### src/rtl/mdio_phy_slave.sv
module mdio_phy_slave #(
  parameter logic [15:0] ID_HI = 16'h4000,
  parameter logic [15:0] ID_LO = 16'h5013
) (
  input  logic       clk,
  input  logic       rst_n,
  input  logic [4:0] phy_addr,
  input  logic       evt_i,
  input  logic       mdio_i,
  output logic       mdio_o,
  output logic       mdio_oe
);
  localparam logic [4:0] A_IDHI = 5'h02;
  localparam logic [4:0] A_IDLO = 5'h03;
  localparam logic [4:0] A_CTRL = 5'h11;
  localparam logic [4:0] A_STAT = 5'h12;

  typedef enum logic [2:0] {S_IDLE, S_ST, S_HDR, S_TA, S_DATA, S_QUIET, S_SLOT} st_t;

  st_t         st;
  logic [3:0]  cnt;
  logic [10:0] hdr;
  logic        rd, hit;
  logic [4:0]  ra;
  logic [15:0] sh, rdata;
  logic        pend, inten, tint;

  wire [11:0] hfull     = {hdr, mdio_i};
  wire        op_ok     = (hfull[11:10] == 2'b10) || (hfull[11:10] == 2'b01);
  wire        stat_rd   = (st == S_TA) && (cnt == 4'd1) && rd && hit && (ra == A_STAT);
  wire        wr_commit = (st == S_DATA) && (cnt == 4'd15) && !rd && hit;
  wire [15:0] wdata     = {sh[14:0], mdio_i};
  wire        irq_on    = inten && (pend || tint);

  always_comb begin
    case (ra)
      A_IDHI:  rdata = ID_HI;
      A_IDLO:  rdata = ID_LO;
      A_CTRL:  rdata = {14'd0, inten, tint};
      A_STAT:  rdata = {pend || tint, 15'd0};
      default: rdata = 16'd0;
    endcase
  end

  always_ff @(posedge clk or negedge rst_n) begin
    if (!rst_n) begin
      st  <= S_IDLE;
      cnt <= '0;
      hdr <= '0;
      rd  <= 1'b0;
      hit <= 1'b0;
      ra  <= '0;
      sh  <= '0;
    end else begin
      case (st)
        S_IDLE: if (!mdio_i) st <= S_ST;
        S_ST: begin
          st  <= mdio_i ? S_HDR : S_IDLE;
          cnt <= '0;
        end
        S_HDR: begin
          hdr <= hfull[10:0];
          cnt <= cnt + 4'd1;
          if (cnt == 4'd11) begin
            cnt <= '0;
            rd  <= hfull[11:10] == 2'b10;
            hit <= hfull[9:5] == phy_addr;
            ra  <= hfull[4:0];
            st  <= op_ok ? S_TA : S_IDLE;
          end
        end
        S_TA: begin
          if (cnt == 4'd0) begin
            cnt <= 4'd1;
            if (!rd && !mdio_i) st <= S_IDLE;
          end else begin
            cnt <= '0;
            if (!rd && mdio_i) st <= S_IDLE;
            else begin
              st <= S_DATA;
              sh <= rd ? rdata : 16'd0;
            end
          end
        end
        S_DATA: begin
          sh  <= rd ? {sh[14:0], 1'b0} : wdata;
          cnt <= cnt + 4'd1;
          if (cnt == 4'd15) st <= S_QUIET;
        end
        S_QUIET: st <= S_SLOT;
        default: st <= S_IDLE;
      endcase
    end
  end

  always_ff @(posedge clk or negedge rst_n) begin
    if (!rst_n) begin
      pend  <= 1'b0;
      inten <= 1'b0;
      tint  <= 1'b0;
    end else begin
      pend <= (pend && !stat_rd) || evt_i;
      if (wr_commit && ra == A_CTRL) {inten, tint} <= wdata[1:0];
    end
  end

  assign mdio_oe = hit && (((st == S_TA) && (cnt == 4'd1) && rd) ||
                           ((st == S_DATA) && rd) ||
                           ((st == S_SLOT) && irq_on));
  assign mdio_o  = (st == S_DATA) ? sh[15] : 1'b0;

  p_event_sets_r4: assert property (@(posedge clk) disable iff (!rst_n)
    evt_i |=> pend);
  p_sticky_r4: assert property (@(posedge clk) disable iff (!rst_n)
    (pend && !stat_rd) |=> pend);
  p_clear_on_read_r3: assert property (@(posedge clk) disable iff (!rst_n)
    (stat_rd && !evt_i) |=> !pend);
  p_quiet_released_r6: assert property (@(posedge clk) disable iff (!rst_n)
    (st == S_QUIET) |-> !mdio_oe);
  p_slot_needs_enable_r7: assert property (@(posedge clk) disable iff (!rst_n)
    ((st == S_SLOT) && mdio_oe) |-> (inten && !mdio_o));
  p_write_ta_abort_r9: assert property (@(posedge clk) disable iff (!rst_n)
    ((st == S_TA) && (cnt == 4'd0) && !rd && !mdio_i) |=> (st == S_IDLE));
  p_ctrl_only_on_write_r8: assert property (@(posedge clk) disable iff (!rst_n)
    !wr_commit |=> $stable({inten, tint}));
endmodule

### config.mk
export PLATFORM = sky130hd
export DESIGN_NAME = mdio_phy_slave
export DESIGN_NICKNAME = d
export VERILOG_FILES = /design/src/rtl/mdio_phy_slave.sv
export SDC_FILE = /design/constraint.sdc
export NUM_CORES = 1
export LEC_CHECK = 0
export CAP_MARGIN = 20
export CORE_MARGIN = 4
export CORE_UTILIZATION = 67
export CTS_CLUSTER_DIAMETER = 30
export DETAILED_ROUTE_END_ITERATION = 12
export DONT_BUFFER_PORTS = 1
export PLACE_DENSITY_LB_ADDON = 0.25
export SLEW_MARGIN = 20
export SYNTH_ARGS = -nofsm -noshare
export SYNTH_HDL_FRONTEND = slang
export SYNTH_SLANG_ARGS = --single-unit
export TNS_END_PERCENT = 30
### constraint.sdc
create_clock -name clk -period 3.2 [get_ports clk]
set_clock_uncertainty 0.2 [all_clocks]
set_input_delay 0.48 -clock clk [delete_from_list [all_inputs] [get_ports clk]]
set_output_delay 0.48 -clock clk [all_outputs]
set_load 0.05 [all_outputs]
==> results of run 1 <==
## through the flow
step,area [sq um],worst slack [ps]
final,2305,416.9
after global routing,2305,247.5
after CTS,2305,411.0
after detailed placement,2185,823.9
after global placement,2185,897.6
after floorplan,2181,739.6
## cells by family after synthesis
kind of cell,count (synthesis)
muxes,17
adders and majority gates,4
xor gates and xnor gates,5
buffers and inverters,20
AOI/OAI and AO/OA,52
DFF,44
and+or+nand+nor,49
## layout make-up
| cell class | instances | area (sq um) | share of cell area [%] |
|---|---|---|---|
| multi-input combinational | 127 | 979.7 | 42.51 |
| inverter | 9 | 33.78 | 1.466 |
| clock buffer | 6 | 51.30 | 2.226 |
| clock inverter | 2 | 38.79 | 1.683 |
| tap | 44 | 55.05 | 2.389 |
| timing repair buffer | 4 | 45.04 | 1.954 |
| sequential | 44 | 1101 | 47.77 |
## report_power, final
part	total, uW	switching [uW]	leakage, uW	internal [uW]
registers	925	189	0.000568	736
logic	578	274	0.000399	304
clock network	364	177	0.0000484	187
## per-layer routing
layer / wire length (microns) / part of all wire (%) / vias to the layer above
li1: - / - / 698
met1: 1722 / 43 / 710
met2: 2020 / 50 / 47
met3: 209 / 5.2 / 8
met4: 61 / 1.5 / 0
met5: 0 / 0 / -
## flip-flops by register name, summed over array words and instances (netlist names)
name,cells
tint,1
hit,1
sh,16
cnt,4
rd,1
pend,1
ra,5
st,3
hdr,11
inten,1
## Yosys cell counts, drive strengths merged (2+ instances only)
cell type	count
dfrtp	44
mux2	17
nand2	13
o21ai	13
a22o	10
buf	10
inv	9
a21oi	8
nor2	6
a221o	4
ha	4
nand2b	3
nor2b	3
nor3	3
nor4	3
xor2	3
a31oi	2
a32o	2
nand3	2
nand4	2
nor3b	2
o211ai	2
o22ai	2
or2b	2
xnor2	2
## path summary, 6_finish.rpt
path | from | endpoint | slack [ps] | depth (start not counted)
max | st[0] | mdio_oe | 420 | 5
max in group asynchronous | rst_n | rd | 2210 | 2
min in group asynchronous | rst_n | cnt[3] | 350 | 2
max reg2reg | st[2] | hdr[4] | 900 | 3
min | evt_i | pend | 30 | 1
min reg2reg | sh[8] | sh[8] | 310 | 1
==> results by group, run 1 <==
Status
  • Status: completed

Global route
  • First-pass GRT wire length: between 7000 and 8000 microns
  • Initial antenna violation count: 0
  • GR Overflow Total: 0
  • Global Route met2 Usage: 34.87%
  • Largest net degree at the start of global routing: 45
  • GRT Max-Usage Layer: met2
  • M3 GR Usage: just over 6%
  • Vias in the first global route: between 1.5k and 2k
  • Overall Global Routing Usage: approximately 22%
  • Met1 Use GR: between 20% and 30%

Timing
  • Final period utilization: 86.97%
  • Max-slew violations: 0
  • Final Hold Vio Count: 0
  • Worst slew pin tran: 927.3 ps
  • Hold slack: ~35 ps
  • Total negative setup slack: 0 ps
  • Max frequency: 359.3 MHz
  • RSZ-0062 raised after global routing: false
  • Post-layout minimum cycle time: 2783 ps
  • Max-slew headroom: 37.95%
  • Final setup viols: 0

Detailed routing
  • Vias/cell: between 6 and 7
  • Total wire length: 4014 microns
  • Number of remaining DRC errors: 0
  • WL per Instance: around 17 microns
  • Iteration count of the initial detailed-routing pass: 4
  • Initial DRC count: 141
  • Via count: 1463
  • Antenna viol nets, final: 0

Critical path
  • Worst path max stage delay: between 700 and 800 ps
  • Worst path top cell family by delay: simple AND/OR/NAND/NOR gates
  • Crit Path Max Fanout: 17
  • CP Launch Type: register
  • Worst Path Buf+Inv: 1
  • Kind of critical path: reg2out
  • Worst path cell trace: nand4b_1, nor4b_1, a31oi_1, nor2_1, buf_4
  • Critical Path End Type: output pin
  • Slowest-stage cell, CP: dfrtp_1
  • CP arrival: 2100 ps
  • WP data required: 2520 ps

Cells and area
  • Antenna diode count: 0
  • Most frequent cells in the layout: 44 x dfrtp_1, 17 x mux2_2, 13 x nand2_1, 13 x o21ai_0, 9 x inv_1
  • Nets: just over 200
  • Fill cells: 218
  • Share of cells above drive strength 1: roughly 26%
  • Area Growth Syn to Fin: 5.680%
  • Fin util: 74.88%
  • Most common cell after layout, fill and taps aside: dfrtp_1
  • Cell Count, Final, Fillers Out: 236

Floorplan
  • Row count: 20
  • Area of the core: 3078 sq um
  • Die Area: 4232 sq um
  • Initial core utilization: 70.85%
  • Die X: 65.05 microns
  • Die H: 65.05 microns
  • I/O pins: 11

Clock network
  • Worst-Skew Late Latency: approximately 360 ps
  • CTS buffer count: 5
  • Max H-tree Level: 2
  • Clock buffer depth: 2
  • CTS tree: yes
  • CTS Sinks: 44
  • Root buf cell: clkbuf_4
  • Clk slew on worst S/H paths: 130 ps
  • CTS Hold Buffers Added: 2
  • Post-CTS Resized: 0
  • Setup bufs post-CTS: 0

Synth
  • Synth Net Count: 204
  • Synth Area in Adders: 2.295%
  • Cells after Synth: 191
  • Synth Area in Compound Gates: a little under a fifth
  • #FFs+latches synth: 44
  • Synth cell types: 50
  • Yosys top cell area share: 50.49%
  • Seq/Total Area, Yosys: approximately half
  • Xor/xnor cell area share of the yosys netlist: 2.008%
  • Post-synthesis mux area share: 8.778%
  • Simple-gate share of the synthesized area: 13.25%
  • Synth area leaders: dfrtp_1 50%, mux2_2 8.8%, a22o_2 3.7%, o21ai_0 3.0%, ha_1 2.3%
  • Asr flop ratio synth: 100.0%
  • Mapped Area: 2181 sq um
  • Yosys top cell by area: dfrtp_1
  • Yosys warning count: 0
  • Largest family of logic cells by synthesized area: compound AO/OA/AOI/OAI gates
  • Top_reg_cell synth: dfrtp_1
  • Syn avg cell area: 11.42 sq um
  • Post-synth EDFFs: 0

Power and ir drop
  • Peak VDD IR: about 530 uV
  • Pwr per Cell Area: ~810 nW/um^2
  • Leakage Power: 0.001016 uW
  • Pwr Total: about 1900 uW

Place
  • Post-DP HPWL: 2829 microns
  • Buffers on Ports: 0
  • Dpl cells: 226
  • RePlAce Congestion: 0.9256

Hold path
  • Hold Path Class: in2reg

Run
  • Max Cap Viol: 0
Note: power is estimated with default switching activity, not from simulation.
==> run 2: changes to the inputs <==
Clock period 3.2 ns to 3.55 ns, I/O delays scaled along.
==> run 2 against run 1 <==
Combinational power fell by 10%; non-clock buffer count did not move; design area fell by 1.2%; total power fell by 14%; critical path depth did not move; setup slack improved by 230 ps; sequential power fell by 9.6%; largest power group unchanged; highest routed layer unchanged.
==> results by group, run 2 (synthesis results as in run 1) <==
Critical path
  • Crit Path Max Fanout: 17 (unchanged)
  • Worst Path Buf+Inv: 1 (unchanged)
  • WP data required: 2820 ps (+300 ps)
  • Reg2reg setup slack: 1280 ps (+380 ps)
  • CP arrival: 2170 ps (+70 ps)
  • Worst path top cell family by delay: simple AND/OR/NAND/NOR gates
  • Worst path max stage delay: 740 ps (+20 ps)
  • Worst path cell trace: nand4b_1, nor4b_1, a31oi_1, nor2_1, buf_4
  • Critical Path End Type: output pin
  • Kind of critical path: reg2out
  • Slowest-stage cell, CP: dfrtp_1
  • CP Launch Type: register

Cells and area
  • Nets: 204 (unchanged)
  • Max reg flops: 16 (unchanged)
  • Antenna diode count: 0 (unchanged)
  • Cell Count, Final, Fillers Out: 236 (unchanged)
  • Share of cells above drive strength 1: 25.00% (-0.52 points)
  • Most common cell after layout, fill and taps aside: dfrtp_1
  • Largest regs: sh (16), hdr (11), ra (5)
  • Most frequent cells in the layout: 44 x dfrtp_1, 17 x mux2_2, 13 x nand2_1, 13 x o21ai_0, 9 x inv_1
  • Area Growth Syn to Fin: 4.417%
  • Top reg by flops: sh

Power and ir drop
  • Leakage Power: 0.0009986 uW (-1.7%)
  • Pwr per Cell Area: 705.5 nW/um^2 (-13%)
  • Peak VDD IR: 365.7 uV (-31%)

Global route
  • Vias in the first global route: 1474 (-2.2%)
  • Largest net degree at the start of global routing: 45 (unchanged)
  • First-pass GRT wire length: 6775 microns (-3.7%)
  • Overall Global Routing Usage: 20.81% (-0.95 points)
  • GR Overflow Total: 0 (unchanged)
  • Initial antenna violation count: 0 (unchanged)

Timing
  • RSZ-0062 raised after global routing: false
  • Final Hold Vio Count: 0 (unchanged)
  • Max-slew headroom: 40.79% (+2.8 points)
  • Post-layout minimum cycle time: roughly 2900 ps
  • Final setup viols: 0 (unchanged)
  • Max-slew violations: 0 (unchanged)
  • Max frequency: 344.9 MHz
  • Total negative setup slack: 0 ps (unchanged)
  • Final period utilization: 81.68%
  • Worst slew pin tran: 884.9 ps (-42.39 ps)

Clock network
  • Post-CTS Resized: 0 (unchanged)
  • CTS buffer count: 5 (unchanged)
  • Clk slew on worst S/H paths: 130 ps (about the same)
  • CTS Sinks: 44 (unchanged)
  • Worst-Skew Late Latency: 350 ps (about the same)
  • Clock buffer depth: 2 (unchanged)
  • Max H-tree Level: 2 (unchanged)
  • CTS tree: yes
  • Root buf cell: clkbuf_4

Detailed routing
  • Iteration count of the initial detailed-routing pass: 4 (unchanged)
  • Number of remaining DRC errors: 0 (unchanged)
  • Total wire length: 3885 microns (-3.2%)
  • Initial DRC count: 134 (-5.0%)
  • WL per Instance: 16.46 microns (-3.2%)
  • Vias/cell: 6.169 (-0.48%)
  • Via count: 1456 (-0.48%)
  • Antenna viol nets, final: 0 (unchanged)

Run
  • Max Cap Viol: 0 (unchanged)

Floorplan
  • Die Area: 4232 sq um (unchanged)
  • I/O pins: 11 (unchanged)
  • Die H: 65.05 microns (unchanged)
  • Row count: 20 (unchanged)
  • Die X: 65.05 microns (unchanged)
  • Area of the core: 3078 sq um (unchanged)
  • Initial core utilization: 70.85% (unchanged)

Place
  • RePlAce Congestion: 0.9398 (+1.5%)
  • Dpl cells: 226 (unchanged)
  • Buffers on Ports: 0 (unchanged)
  • Post-DP HPWL: 2705 microns (-4.4%)

Status
  • Status: completed

Hold path
  • Hold Path Class: in2reg
[run 2: layer usage]
metal  global-route usage [%]  vias to the layer above  share of wire, %
li1                         -                      700                 -
met1                    27.22                      717                46
met2                    33.97                       37                49
met3                    5.893                        2               4.3
met4                    5.699                        0              0.39
met5                        0                        -                 0
[run 2: area by class of cell]
cell class	count	area (sq um)
clock buffer	7	55.05
clock inverter	1	7.507
fill	204	800.8
inverter	9	33.78
multi-input combinational	127	979.7
sequential	44	1101
tap	44	55.05
timing repair buffer	4	45.04
[run 2: worst paths after layout]
kind                             from       to  cells after the start
worst min register to register   pend     pend                      1
max in group asynchronous       rst_n   hdr[9]                      2
worst min-delay path            evt_i     pend                      1
worst max register to register  st[2]   hdr[0]                      3
min in group asynchronous       rst_n    st[0]                      2
worst max-delay path            st[0]  mdio_oe                      5
[run 2: per-stage QoR]
stage	instance area (sq um)	hold WS, ps	setup WS [ps]	utilization, %	total power, uW
floorplan	2181	36.91	1037	-	1253
finish	2277	82.65	650.4	73.98	1607
CTS	2277	75.07	680.5	73.98	1608
global placement	2185	37.94	1197	70.98	1310
detailed placement	2185	38.04	1098	70.98	1342
global route	2277	49.77	538.1	73.98	1722
[run 2: power breakdown]
group | internal (uW) | total (uW) | switching (uW)
logic | 274 | 518 | 244
clock network | 97.2 | 253 | 156
registers | 663 | 836 | 172
[run 2: timing repair]
item	CTS	global route
hold buffers	2	0
buffers inserted	0	0
endpoints found under the hold margin	44	0
